--- src/rtl/bsr_pkg.sv ---
package bsr_pkg;

    typedef enum logic [1:0] {
        OP_IDLE    = 2'd0,
        OP_CAPTURE = 2'd1,
        OP_SHIFT   = 2'd2,
        OP_UPDATE  = 2'd3
    } bsr_op_e;

    typedef enum logic [1:0] {
        SEL_NONE     = 2'd0,
        SEL_BYPASS   = 2'd1,
        SEL_BOUNDARY = 2'd2
    } bsr_sel_e;

endpackage

--- src/rtl/bsr_master_chain.sv ---
module bsr_master_chain #(
    parameter int LEN = 10
) (
    input  logic           tck,
    input  logic           cap_go,
    input  logic           shf_go,
    input  logic           tdi,
    input  logic [LEN-1:0] par_in,
    output logic [LEN-1:0] master
);
    // Capture and shift stages: rising edge, no reset needed.
    always_ff @(posedge tck) begin
        if (cap_go) begin
            master <= par_in;
        end else if (shf_go) begin
            master <= {tdi, master[LEN-1:1]};
        end
    end
endmodule

--- src/rtl/bsr_update_bank.sv ---
module bsr_update_bank #(
    parameter int LEN = 10
) (
    input  logic           tck,
    input  logic           trst_n,
    input  logic           upd_go,
    input  logic [LEN-1:0] master,
    output logic [LEN-1:0] slave
);
    // Update stages: falling edge, reset to the safe all-zero state.
    always_ff @(negedge tck or negedge trst_n) begin
        if (!trst_n) begin
            slave <= '0;
        end else if (upd_go) begin
            slave <= master;
        end
    end
endmodule

--- src/rtl/bsr_pin_mux.sv ---
module bsr_pin_mux #(
    parameter int                        NUM_PINS   = 8,
    parameter int                        NUM_GROUPS = 2,
    parameter int                        GRP_W      = 1,
    parameter logic [NUM_PINS*GRP_W-1:0] PIN_GROUP  = '0
) (
    input  logic                  test_mode,
    input  logic [NUM_PINS-1:0]   upd_data,
    input  logic [NUM_GROUPS-1:0] upd_ctrl,
    input  logic [NUM_PINS-1:0]   pad_in,
    input  logic [NUM_PINS-1:0]   core_out,
    input  logic [NUM_GROUPS-1:0] core_grp_oe,
    output logic [NUM_PINS-1:0]   pad_out,
    output logic [NUM_PINS-1:0]   pad_oe,
    output logic [NUM_PINS-1:0]   core_in
);
    for (genvar i = 0; i < NUM_PINS; i++) begin : g_pin
        localparam int GI = int'(PIN_GROUP[i*GRP_W +: GRP_W]);
        always_comb begin
            if (test_mode) begin
                pad_out[i] = upd_data[i];
                pad_oe[i]  = upd_ctrl[GI];
                core_in[i] = upd_data[i];
            end else begin
                pad_out[i] = core_out[i];
                pad_oe[i]  = core_grp_oe[GI];
                core_in[i] = pad_in[i];
            end
        end
    end
endmodule

--- src/rtl/bsr_data_path.sv ---
module bsr_data_path #(
    parameter int NUM_PINS    = 8,
    parameter int NUM_GROUPS  = 2,
    parameter int GRP_W       = (NUM_GROUPS > 1) ? $clog2(NUM_GROUPS) : 1,
    parameter logic [NUM_PINS*GRP_W-1:0] PIN_GROUP = 8'hF0,
    parameter bit CTRL_AT_TDO = 1'b0
) (
    input  logic                  tck,
    input  logic                  trst_n,
    input  logic                  tdi,
    input  logic                  sel_bypass,
    input  logic                  sel_boundary,
    input  logic                  capture_en,
    input  logic                  shift_en,
    input  logic                  update_en,
    input  logic                  test_mode,
    input  logic [NUM_PINS-1:0]   pad_in,
    input  logic [NUM_PINS-1:0]   core_out,
    input  logic [NUM_GROUPS-1:0] core_grp_oe,
    output logic                  tdo,
    output logic                  tdo_oe,
    output logic [NUM_PINS-1:0]   pad_out,
    output logic [NUM_PINS-1:0]   pad_oe,
    output logic [NUM_PINS-1:0]   core_in
);
    import bsr_pkg::*;

    localparam int LEN = NUM_PINS + NUM_GROUPS;

    bsr_op_e  op;
    bsr_sel_e sel_state;
    logic     bsr_cap, bsr_shf, byp_cap, byp_shf, upd_go;
    logic     byp_q, tdo_q, tdo_oe_q;

    logic [LEN-1:0]        cap_vec, master, slave;
    logic [NUM_PINS-1:0]   upd_data;
    logic [NUM_GROUPS-1:0] upd_ctrl;

    // Strobe and select decode.
    always_comb begin
        if (capture_en)     op = OP_CAPTURE;
        else if (shift_en)  op = OP_SHIFT;
        else if (update_en) op = OP_UPDATE;
        else                op = OP_IDLE;

        if (sel_boundary)    sel_state = SEL_BOUNDARY;
        else if (sel_bypass) sel_state = SEL_BYPASS;
        else                 sel_state = SEL_NONE;
    end

    // Per-operation strobes to the registers.
    always_comb begin
        bsr_cap = 1'b0;
        bsr_shf = 1'b0;
        byp_cap = 1'b0;
        byp_shf = 1'b0;
        upd_go  = 1'b0;
        unique case (op)
            OP_IDLE: begin
            end
            OP_CAPTURE: begin
                bsr_cap = (sel_state == SEL_BOUNDARY);
                byp_cap = (sel_state == SEL_BYPASS);
            end
            OP_SHIFT: begin
                bsr_shf = (sel_state == SEL_BOUNDARY);
                byp_shf = (sel_state == SEL_BYPASS);
            end
            OP_UPDATE: begin
                upd_go = (sel_state == SEL_BOUNDARY);
            end
        endcase
    end

    // Chain layout variant: control cells nearest TDO or above the data cells.
    if (CTRL_AT_TDO) begin : g_ctrl_low
        assign cap_vec  = {pad_in, core_grp_oe};
        assign upd_data = slave[LEN-1:NUM_GROUPS];
        assign upd_ctrl = slave[NUM_GROUPS-1:0];
    end else begin : g_ctrl_high
        assign cap_vec  = {core_grp_oe, pad_in};
        assign upd_data = slave[NUM_PINS-1:0];
        assign upd_ctrl = slave[LEN-1:NUM_PINS];
    end

    bsr_master_chain #(.LEN(LEN)) u_chain (
        .tck    (tck),
        .cap_go (bsr_cap),
        .shf_go (bsr_shf),
        .tdi    (tdi),
        .par_in (cap_vec),
        .master (master)
    );

    bsr_update_bank #(.LEN(LEN)) u_update (
        .tck    (tck),
        .trst_n (trst_n),
        .upd_go (upd_go),
        .master (master),
        .slave  (slave)
    );

    bsr_pin_mux #(
        .NUM_PINS   (NUM_PINS),
        .NUM_GROUPS (NUM_GROUPS),
        .GRP_W      (GRP_W),
        .PIN_GROUP  (PIN_GROUP)
    ) u_pins (
        .test_mode   (test_mode),
        .upd_data    (upd_data),
        .upd_ctrl    (upd_ctrl),
        .pad_in      (pad_in),
        .core_out    (core_out),
        .core_grp_oe (core_grp_oe),
        .pad_out     (pad_out),
        .pad_oe      (pad_oe),
        .core_in     (core_in)
    );

    // Bypass stage.
    always_ff @(posedge tck or negedge trst_n) begin
        if (!trst_n)      byp_q <= 1'b0;
        else if (byp_cap) byp_q <= 1'b0;
        else if (byp_shf) byp_q <= tdi;
    end

    // Serial output, presented on the falling edge.
    always_ff @(negedge tck or negedge trst_n) begin
        if (!trst_n) begin
            tdo_q    <= 1'b0;
            tdo_oe_q <= 1'b0;
        end else begin
            unique case (sel_state)
                SEL_BOUNDARY: tdo_q <= master[0];
                SEL_BYPASS:   tdo_q <= byp_q;
                default:      tdo_q <= 1'b0;
            endcase
            tdo_oe_q <= (op == OP_SHIFT) && (sel_state != SEL_NONE);
        end
    end

    assign tdo    = tdo_q;
    assign tdo_oe = tdo_oe_q;

endmodule

--- config.mk ---
export PLATFORM = sky130hd
export DESIGN_NAME = bsr_data_path
export DESIGN_NICKNAME = d
export VERILOG_FILES = /design/src/rtl/bsr_pkg.sv /design/src/rtl/bsr_master_chain.sv /design/src/rtl/bsr_update_bank.sv /design/src/rtl/bsr_pin_mux.sv /design/src/rtl/bsr_data_path.sv
export SDC_FILE = /design/constraint.sdc
export NUM_CORES = 1
export LEC_CHECK = 0
export BUFFER_PORTS_ARGS = -buffer_cell sky130_fd_sc_hd__buf_2
export CELL_PAD_IN_SITES_DETAIL_PLACEMENT = 0
export CELL_PAD_IN_SITES_GLOBAL_PLACEMENT = 2
export CORE_ASPECT_RATIO = 1.75
export CORE_UTILIZATION = 27
export CTS_CLUSTER_SIZE = 28
export DETAILED_ROUTE_END_ITERATION = 8
export PLACE_DENSITY_LB_ADDON = 0.1
export SLEW_MARGIN = 20
export SYNTH_ARGS = -nofsm -noshare
export SYNTH_HDL_FRONTEND = slang
export SYNTH_SLANG_ARGS = --single-unit
--- constraint.sdc ---
create_clock -name tck -period 1.33 [get_ports tck]
set_input_delay 0.1995 -clock tck [delete_from_list [all_inputs] [get_ports tck]]
set_output_delay 0.1995 -clock tck [all_outputs]
set_load 0.02 [all_outputs]
==> impl_metrics.py, run 1 <==
metrics = {
    "run_status": {
        "status": "finished with violations",
        "violations": "setup timing",
    },
    "setup_path": {
        "cp_num_buf_inv": 1,
        "cp.required_ns": 1.13,
        "cp_max_fo": 4,
        "r2r_end": "u_update.slave[1]$_DFFE_NN0P_",
        "crit_type": "flip-flop to primary output",
        "path_delay_family": "flip-flops",
        "end_kind": "primary output",
        "r2r-start": "u_chain.master[1]$_DFFE_PP_",
        "reg2reg_slack_ns": -0.16,
        "critPathLaunchType": "flip-flop",
        "cpMaxStageDelayCell": "dfrtn_1",
        "max_stage_delay_ns": 0.36,
        "crit_chain": "mux2_4 > buf_6",
        "reg2reg_depth": 1,
        "arrival_ns": 1.74,
    },
    "route": {
        "wl_per_cell_um": 12.8,
        "drt-initial-drc-count": 10,
        "drt-total-wl_um": 3100,
        "drcViolationCount": 0,
        "vias_per_cell": 4.45,
        "ant_nets": 0,
        "vias": 1081,
        "dr.pass1.iters": 2,
    },
    "sta": {
        "max_slew.worst_pin.slew_ns": 0.329,
        "setup_viol": 37,
        "fin_hold_ws_ns": 0.225,
        "rsz0062_at_grt": "true",
        "setup_ws_ns": -0.610,
        "relSlewSlack_pct": 78.0,
        "drv_slew": 0,
        "finalHoldViolations": 0,
        "skew_ns": 0.0132,
    },
    "floorplan": {
        "fp-row-count": 31,
        "die_w_um": 52.4,
        "initial_core_util_pct": 28.7,
        "die_height_um": 90.2,
        "ioPinCount": 53,
        "core_um2": 4190,
        "dieArea_um2": 4730,
    },
    "pwr": {
        "clock_power_share_pct": 18.0,
        "p_seq_share_pct": 38.5,
        "power.leakage_nw": 1.04,
        "powerDensity_nw_per_um2": 1100,
        "comb_power_share_pct": 43.5,
        "switching_power_w": 0.000735,
        "p_int_w": 0.00167,
        "ir_drop_v": 0.000574,
        "swShare_pct": 30.6,
    },
    "yosys": {
        "synth_cell_types": 19,
        "synthCells": 116,
        "synth-edff-count": 10,
        "ys_ff_latch": 23,
        "syn-mean-instance-area_um2": 10.4,
        "netlist_area_um2": 1200,
        "async_flop_share_pct": 56.5,
        "ys.flop_type": "dfrtn_1",
        "synth.most_common_cell": "o21ai_0",
        "synth.top_cell.area_share_pct": 25.0,
        "synth_area_leader_cell": "dfrtn_1",
        "synth_nets": 143,
        "seq_area_frac_synth_pct": 52.1,
        "yosys_warnings": 0,
        "synth_area_leaders": "dfrtn_1 25%, edfxtp_1 25%, mux2_4 13%, o21ai_0 11%, nand2_1 5.3%",
        "synth_common_cells": "26 x o21ai_0, 17 x nand2_1, 16 x inv_1",
    },
    "global_routing": {
        "grt_pass1_vias": 1097,
        "grt_start_max_net_pins": 14,
        "grt_usage_pct": 14.4,
        "grt_pass1_wl_um": 5160,
        "gr-total-overflow": 0,
        "antenna_found_initial": 0,
    },
    "cts": {
        "clkSinkCount": 23,
        "insertion_delay_ns": 0.27,
        "cts.clk_slew.worst_paths_ns": 0.08,
        "cts_root_buffer": "clkbuf_8",
        "htreeDepth": 1,
        "cts_tree": "done",
        "clock_path_buffers": 2,
        "cts_made_buffers": 3,
    },
    "place": {
        "gp_congestion": 0.630,
        "dpl.hpwl_um": 2320,
        "numPortBuffers": 52,
        "place_inst": 228,
    },
    "layout": {
        "final_net_count": 222,
        "area_delta_synth_final_pct": 81.6,
        "drive_gt1_share_pct": 65.5,
        "layoutNonFillerInstCount": 243,
        "final_core_util_pct": 52.1,
        "n_antenna_cell": 0,
    },
    "worst_hold_path": {
        "worstHoldPathType": "input port to flip-flop",
        "holdCritStartpoint": "tdi",
        "hold_end": "byp_q$_DFFE_PN0P_",
        "holdPathStages": 3,
    },
    "job": {
        "drv_cap": 0,
    },
}
routing by layer:
metal	up-vias	wire [um]	GRT usage (%)
met1	512	1210	18.0
met2	30	1750	24.5
met3	4	103	1.86
li1	535	-	-
met4	0	38	4.61
met5	-	0	0
cell usage in the layout (no fill, tap or decap):
master          n
edfxtp_1       10
clkbuf_8        3
inv_1          16
and3_4          1
buf_8           1
clkbuf_1        1
mux2_2          2
buf_16          1
mux2_4         12
o21ai_0        10
a22o_1          1
buf_6          28
dlygate4sd3_1   1
buf_2          24
nand2_1         9
nor2b_1         2
o21ai_4        16
dfrtn_1        12
nand3_1         1
nand2b_1        1
buf_4          29
buf_12          1
nand2_2         8
dfrtp_1         1
nor2_1          1
nor3b_1         1
nor2_4          1
worst max-delay path by stage:
stage                     slack [ns]                            end                          start  cells past startpoint
after floorplan                -0.40  u_update.slave[0]$_DFFE_NN0P_                       shift_en                      4
after global placement         -0.56  u_update.slave[5]$_DFFE_NN0P_                       shift_en                      5
after detailed placement       -0.58  u_update.slave[9]$_DFFE_NN0P_                       shift_en                      5
after CTS                      -0.61                      pad_oe[5]  u_update.slave[9]$_DFFE_NN0P_                      2
after global routing           -0.63                      pad_oe[5]  u_update.slave[9]$_DFFE_NN0P_                      2
final                          -0.61                      pad_oe[5]  u_update.slave[9]$_DFFE_NN0P_                      2
power groups by stage:
stage	logic [W]	registers (W)	clock network, W
after floorplan	0.000595	0.000924	0
after global placement	0.000790	0.000941	0
after detailed placement	0.000801	0.000941	0
after CTS	0.000972	0.000926	0.000443
after global routing	0.00112	0.000937	0.000483
final	0.00105	0.000927	0.000432
sequential cells by signal, indices dropped and copies added (netlist names):
name	flops
tdo	1
u_update.slave	10
byp_q	1
u_chain.master	10
tdo_oe	1
cell type report:
type | instances | area [um^2]
clock buffers | 4 | 45.0
fillers | 419 | 2010
inverters | 16 | 60.1
multi-input cells | 66 | 663
flip-flops and latches | 23 | 626
well taps | 49 | 61.3
repair buffers | 85 | 726
per-stage QoR:
| step | setup slack [ns] | power (W) | area, um^2 | setup TNS, ns |
|---|---|---|---|---|
| global route | -0.634 | 0.00254 | 2180 | -18.04 |
| finish | -0.610 | 0.00241 | 2180 | -16.84 |
| floorplan | -0.400 | 0.00152 | 1440 | -8.51 |
| CTS | -0.607 | 0.00234 | 2120 | -17.23 |
| global placement | -0.557 | 0.00173 | 1860 | -12.87 |
| detailed placement | -0.578 | 0.00174 | 1860 | -13.04 |
kinds of logic (layout without fill, tap and decap cells):
kind of cell	Yosys count	count (layout)	synth area share (%)
and+or+nand+nor	25	25	9.06
buffers and inverters	27	105	11.0
AOI/OAI and AO/OA	27	27	11.6
DFF	23	23	52.1
muxes	14	14	16.2
timing repair:
item | 4_1_cts | 5_1_grt
setup endpoints to repair | 37 | 37
gates resized for setup | 46 | 13
setup buffers | 5 | 5
hold buffers | 1 | 0
endpoints found under the hold margin | 1 | 0
gates cloned | 1 | 0
pin swaps | 8 | 3
Note: power is estimated with default switching activity, not from simulation.
==> inputs of run 2 (changes only) <==
--- a/config.mk
+++ b/config.mk
@@ -8,7 +8,6 @@
 export BUFFER_PORTS_ARGS = -buffer_cell sky130_fd_sc_hd__buf_2
 export CELL_PAD_IN_SITES_DETAIL_PLACEMENT = 0
 export CELL_PAD_IN_SITES_GLOBAL_PLACEMENT = 2
-export CORE_ASPECT_RATIO = 1.75
 export CORE_UTILIZATION = 27
 export CTS_CLUSTER_SIZE = 28
 export DETAILED_ROUTE_END_ITERATION = 8
==> run 2 against run 1 <==
Compared with the run above: the run still ends with setup timing left; worst hold slack worse by 0.0017 ns; critical path type unchanged; critical path depth stayed put; combinational power hardly changed; largest power group unchanged; first-iteration DRC count grew to 2.5 times the previous value.
==> impl_metrics.py, run 2 (synthesis gave the netlist of run 1 again) <==
metrics = {
    "cts": {
        "cts_root_buffer": "clkbuf_8",
        "clkSinkCount": 23,
        "clock_path_buffers": 2,
        "insertion_delay_ns": 0.27,
        "htreeDepth": 1,
        "cts_tree": "done",
        "cts.clk_slew.worst_paths_ns": 0.08,
        "cts_made_buffers": 3,
    },
    "layout": {
        "area_delta_synth_final_pct": 77.2,
        "reg_top3": "u_chain.master x10, u_update.slave x10",
        "final_cell_mix": "29 x buf_6, 24 x buf_2, 24 x buf_4",
        "final_common_cell": "buf_6",
        "n_antenna_cell": 0,
        "final_core_util_pct": 51.4,
        "drive_gt1_share_pct": 64.6,
        "final_area_um2": 2130,
        "final_net_count": 217,
        "layoutNonFillerInstCount": 239,
    },
    "route": {
        "drt-total-wl_um": 2850,
        "drcViolationCount": 0,
        "drt-initial-drc-count": 25,
        "vias": 1036,
        "ant_nets": 0,
        "wl_per_cell_um": 11.9,
        "vias_per_cell": 4.33,
        "dr.pass1.iters": 4,
    },
    "setup_path": {
        "cpMaxStageDelayCell": "dfrtn_1",
        "crit_chain": "mux2_4 > buf_6",
        "critPathLaunchType": "flip-flop",
        "end_kind": "primary output",
        "max_stage_delay_ns": 0.35,
        "arrival_ns": 1.73,
        "cp.required_ns": 1.13,
        "cp_max_fo": 4,
        "crit_type": "flip-flop to primary output",
    },
    "place": {
        "place_inst": 228,
        "dpl.hpwl_um": 2200,
        "gp_congestion": 0.817,
        "numPortBuffers": 52,
        "placed_cell_area_um2": 1840,
    },
    "floorplan": {
        "die_height_um": 68.7,
        "core_um2": 4140,
        "ioPinCount": 53,
        "initial_core_util_pct": 29.0,
        "dieArea_um2": 4720,
        "fp-row-count": 23,
        "die_w_um": 68.7,
    },
    "pwr": {
        "swShare_pct": 30.3,
        "p_seq_share_pct": 38.9,
        "switching_power_w": 0.000721,
        "comb_power_share_pct": 43.3,
        "finalPower_w": 0.00238,
        "p_int_w": 0.00166,
        "power.leakage_nw": 1.01,
        "powerDensity_nw_per_um2": 1120,
        "clock_power_share_pct": 17.8,
        "ir_drop_v": 0.000418,
    },
    "sta": {
        "relSlewSlack_pct": 80.4,
        "rsz0062_at_grt": "true",
        "drv_slew": 0,
        "finalHoldViolations": 0,
        "max_slew.worst_pin.slew_ns": 0.294,
        "skew_ns": 0.0177,
        "setup_viol": 37,
        "setup_ws_ns": -0.596,
    },
    "run_status": {
        "status": "finished with violations",
        "violations": "setup timing",
    },
    "global_routing": {
        "antenna_found_initial": 0,
        "grt_pass1_wl_um": 4720,
        "grt_pass1_vias": 1035,
        "gr-total-overflow": 0,
        "grt_start_max_net_pins": 25,
        "grt_usage_pct": 13.6,
    },
    "worst_hold_path": {
        "worstHoldPathType": "input port to flip-flop",
    },
    "job": {
        "drv_cap": 0,
    },
}
run 2: what timing repair did:
item                                    in CTS  in global routing
setup buffers                                5                  1
cloned                                       0                  0
endpoints found under the hold margin        1                  0
resized for setup                           53                  7
hold buffers                                 1                  0
endpoints found under the setup margin      37                 37
pin swaps                                    2                  1
run 2: metrics by stage:
| step | TNS, ns | worst slack, ns | hold WS (ns) |
|---|---|---|---|
| 6_report | -16.63 | -0.596 | 0.223 |
| 5_1_grt | -17.98 | -0.619 | 0.227 |
| 4_1_cts | -16.87 | -0.589 | 0.226 |
| 3_5_place_dp | -13.40 | -0.611 | 0.104 |
| 3_3_place_gp | -12.98 | -0.562 | 0.0977 |
| 2_1_floorplan | -8.51 | -0.400 | -0.0961 |
run 2: final cells by class:
cell class	instances	area [um^2]
fill	414	2020
timing repair buffer	80	672
multi-input combinational	66	663
sequential	23	626
tap	50	62.6
inverter	16	60.1
clock buffer	4	45.0
run 2: worst paths after layout:
kind                                                    start                             to  slack, ns  cells after the start
worst max-delay path            u_update.slave[9]$_DFFE_NN0P_                      pad_oe[4]      -0.60                      2
worst min-delay path                                      tdi              byp_q$_DFFE_PN0P_       0.22                      3
worst max register to register    u_chain.master[0]$_DFFE_PP_  u_update.slave[0]$_DFFE_NN0P_      -0.19                      1
worst min register to register  u_update.slave[3]$_DFFE_NN0P_  u_update.slave[3]$_DFFE_NN0P_       0.49                      1
max in group asynchronous                              trst_n  u_update.slave[0]$_DFFE_NN0P_       0.18                      2
min in group asynchronous                              trst_n              byp_q$_DFFE_PN0P_       0.35                      2
run 2: power groups by stage:
stage | registers [W] | logic [W] | clock network [W]
after floorplan | 0.000924 | 0.000595 | 0
after global placement | 0.000943 | 0.000798 | 0
after detailed placement | 0.000941 | 0.000813 | 0
after CTS | 0.000928 | 0.00101 | 0.000432
after global routing | 0.000942 | 0.00111 | 0.000459
final | 0.000927 | 0.00103 | 0.000423
run 2: critical path: cells and delay by family, from the launching register on:
family   cells  cell delay, ns
buf+inv      1            0.14
mux          1            0.30
flops        1            0.35
run 2: routing by layer:
| layer | routed length (um) | GRT usage (%) |
|---|---|---|
| met1 | 1290 | 18.2 |
| met2 | 1410 | 22.7 |
| met3 | 123 | 1.48 |
| met4 | 27 | 4.59 |
| met5 | 0 | 0 |
==> inputs of run 3 (changes only) <==
==> constraint.sdc (replaced) <==
create_clock -name tck -period 2 [get_ports tck]
set_input_delay 0.3 -clock tck [delete_from_list [all_inputs] [get_ports tck]]
set_output_delay 0.3 -clock tck [all_outputs]
set_load 0.02 [all_outputs]
==> run 3 against run 2 <==
Compared with the run above: the run still ends with setup timing left; worst setup slack improved by 0.24 ns; clock-buffer cell count unchanged; critical path depth unchanged; sequential power decreased by 35%; sequential share of layout area increased by 4.4 points; largest cell class is now registers.
==> impl_metrics.py, run 3 (synthesis gave the netlist of run 1 again) <==
metrics = {
    "run_status": {
        "status": "finished with violations",
        "violations": "setup timing",
    },
    "layout": {
        "drive_gt1_share_pct": 51.6,
        "final_net_count": 212,
        "nFillCells": 434,
        "final_area_um2": 1850,
        "reg_top3": "u_chain.master x10, u_update.slave x10",
        "area_delta_synth_final_pct": 54.0,
        "final_common_cell": "buf_4",
        "regArea_um2": 626,
        "final_cell_mix": "35 x buf_4, 24 x buf_2, 16 x inv_1, 16 x nand2_1, 15 x o21ai_1",
        "final_core_util_pct": 44.6,
        "multi_input_area_um2": 469,
        "n_antenna_cell": 0,
        "layoutNonFillerInstCount": 234,
    },
    "route": {
        "drcViolationCount": 0,
        "wl_per_cell_um": 11.7,
        "ant_nets": 0,
        "drt-initial-drc-count": 23,
        "drt-total-wl_um": 2740,
        "dr.pass1.iters": 4,
        "vias": 1008,
        "vias_per_cell": 4.31,
    },
    "cts": {
        "insertion_delay_ns": 0.27,
        "htreeDepth": 1,
        "cts_made_buffers": 3,
        "cts.clk_slew.worst_paths_ns": 0.08,
        "cts_root_buffer": "clkbuf_8",
        "cts_tree": "done",
        "clkSinkCount": 23,
        "clock_path_buffers": 2,
    },
    "setup_path": {
        "cpMaxStageDelayCell": "dfrtn_1",
        "reg2reg_slack_ns": 0.17,
        "critPathLaunchType": "flip-flop",
        "cp-endpoint": "pad_oe[1]",
        "end_kind": "primary output",
        "r2r-start": "u_chain.master[0]$_DFFE_PP_",
        "max_stage_delay_ns": 0.35,
        "cp_max_fo": 4,
        "cp.required_ns": 1.70,
        "reg2reg_depth": 1,
        "cp_num_buf_inv": 1,
        "worstSetupPathDepth": 2,
        "arrival_ns": 2.06,
        "path_delay_family": "flip-flops",
        "r2r_end": "u_update.slave[0]$_DFFE_NN0P_",
        "crit_type": "flip-flop to primary output",
        "crit_chain": "mux2_4 > buf_6",
        "cp-startpoint": "u_update.slave[8]$_DFFE_NN0P_",
    },
    "pwr": {
        "power.leakage_nw": 0.928,
        "ir_drop_v": 0.000306,
        "powerDensity_nw_per_um2": 791,
        "finalPower_w": 0.00146,
    },
    "floorplan": {
        "die_w_um": 68.7,
        "die_height_um": 68.7,
        "initial_core_util_pct": 29.0,
        "ioPinCount": 53,
        "dieArea_um2": 4720,
        "core_um2": 4140,
        "fp-row-count": 23,
    },
    "sta": {
        "setup_ws_ns": -0.360,
        "finalHoldViolations": 0,
        "max_slew.worst_pin.slew_ns": 0.486,
        "setup_viol": 36,
        "drv_slew": 0,
        "skew_ns": 0.0147,
        "relSlewSlack_pct": 67.6,
        "rsz0062_at_grt": "true",
    },
    "global_routing": {
        "grt_usage_pct": 12.9,
        "grt_pass1_wl_um": 4430,
        "grt_pass1_vias": 1014,
        "antenna_found_initial": 0,
        "gr-total-overflow": 0,
        "grt_start_max_net_pins": 27,
    },
    "place": {
        "numPortBuffers": 52,
        "place_inst": 219,
        "gp_congestion": 0.690,
        "dpl.hpwl_um": 1940,
        "post-place-ws_ns": -0.381,
        "placed_cell_area_um2": 1570,
    },
    "worst_hold_path": {
        "holdCritStartpoint": "tdi",
        "worstHoldPathType": "input port to flip-flop",
    },
    "job": {
        "drv_cap": 0,
    },
}
[run 3: changes by cell type in the layout (fill, tap and decap cells not counted), sizes merged]
cell / before / now
buf: 79 / 74
[run 3: worst min-delay path by stage]
stage | end | slack [ns] | cells after the start
final | byp_q$_DFFE_PN0P_ | 0.30 | 3
after global routing | byp_q$_DFFE_PN0P_ | 0.34 | 3
after CTS | byp_q$_DFFE_PN0P_ | 0.30 | 3
after detailed placement | byp_q$_DFFE_PN0P_ | 0.22 | 1
after global placement | byp_q$_DFFE_PN0P_ | 0.21 | 1
after floorplan | byp_q$_DFFE_PN0P_ | 0.004 | 0
[run 3: repair_timing]
| action | CTS | global route |
|---|---|---|
| endpoints found under the setup margin | 36 | 36 |
| pin swaps | 2 | 1 |
| cloned | 1 | 0 |
| buffers inserted | 6 | 3 |
| resized for setup | 45 | 15 |
| hold buffers | 1 | 0 |
| hold endpoints to repair | 1 | 0 |
[run 3: report_power, final]
part / total, W / internal (W) / switching [W] / leakage [nW]
logic: 0.000572 / 0.000328 / 0.000244 / 0.648
clock network: 0.000284 / 0.000142 / 0.000142 / 0.0228
registers: 0.000607 / 0.000571 / 0.0000365 / 0.257
[run 3: per-layer routing]
metal  vias up  share of wire (%)  global-route usage [%]
met1       462                 44                    16.0
li1        514                  -                       -
met2        30                 50                    23.0
met4         0               0.73                    4.59
met5         -                  0                       0
met3         2                4.7                    1.48
[run 3: layout make-up]
cell class / count / area share, %
Sequential cell: 23 / 33.8
Timing Repair Buffer: 75 / 31.7
Multi-Input combinational cell: 66 / 25.4
Tap cell: 50 / 3.38
Inverter: 16 / 3.25
Clock buffer: 4 / 2.44
[run 3: metrics by stage]
| step | setup TNS, ns | hold slack (ns) |
|---|---|---|
| floorplan | -2.11 | 0.00441 |
| global placement | -4.52 | 0.209 |
| detailed placement | -4.83 | 0.219 |
| CTS | -8.60 | 0.296 |
| global route | -10.02 | 0.335 |
| finish | -8.34 | 0.298 |
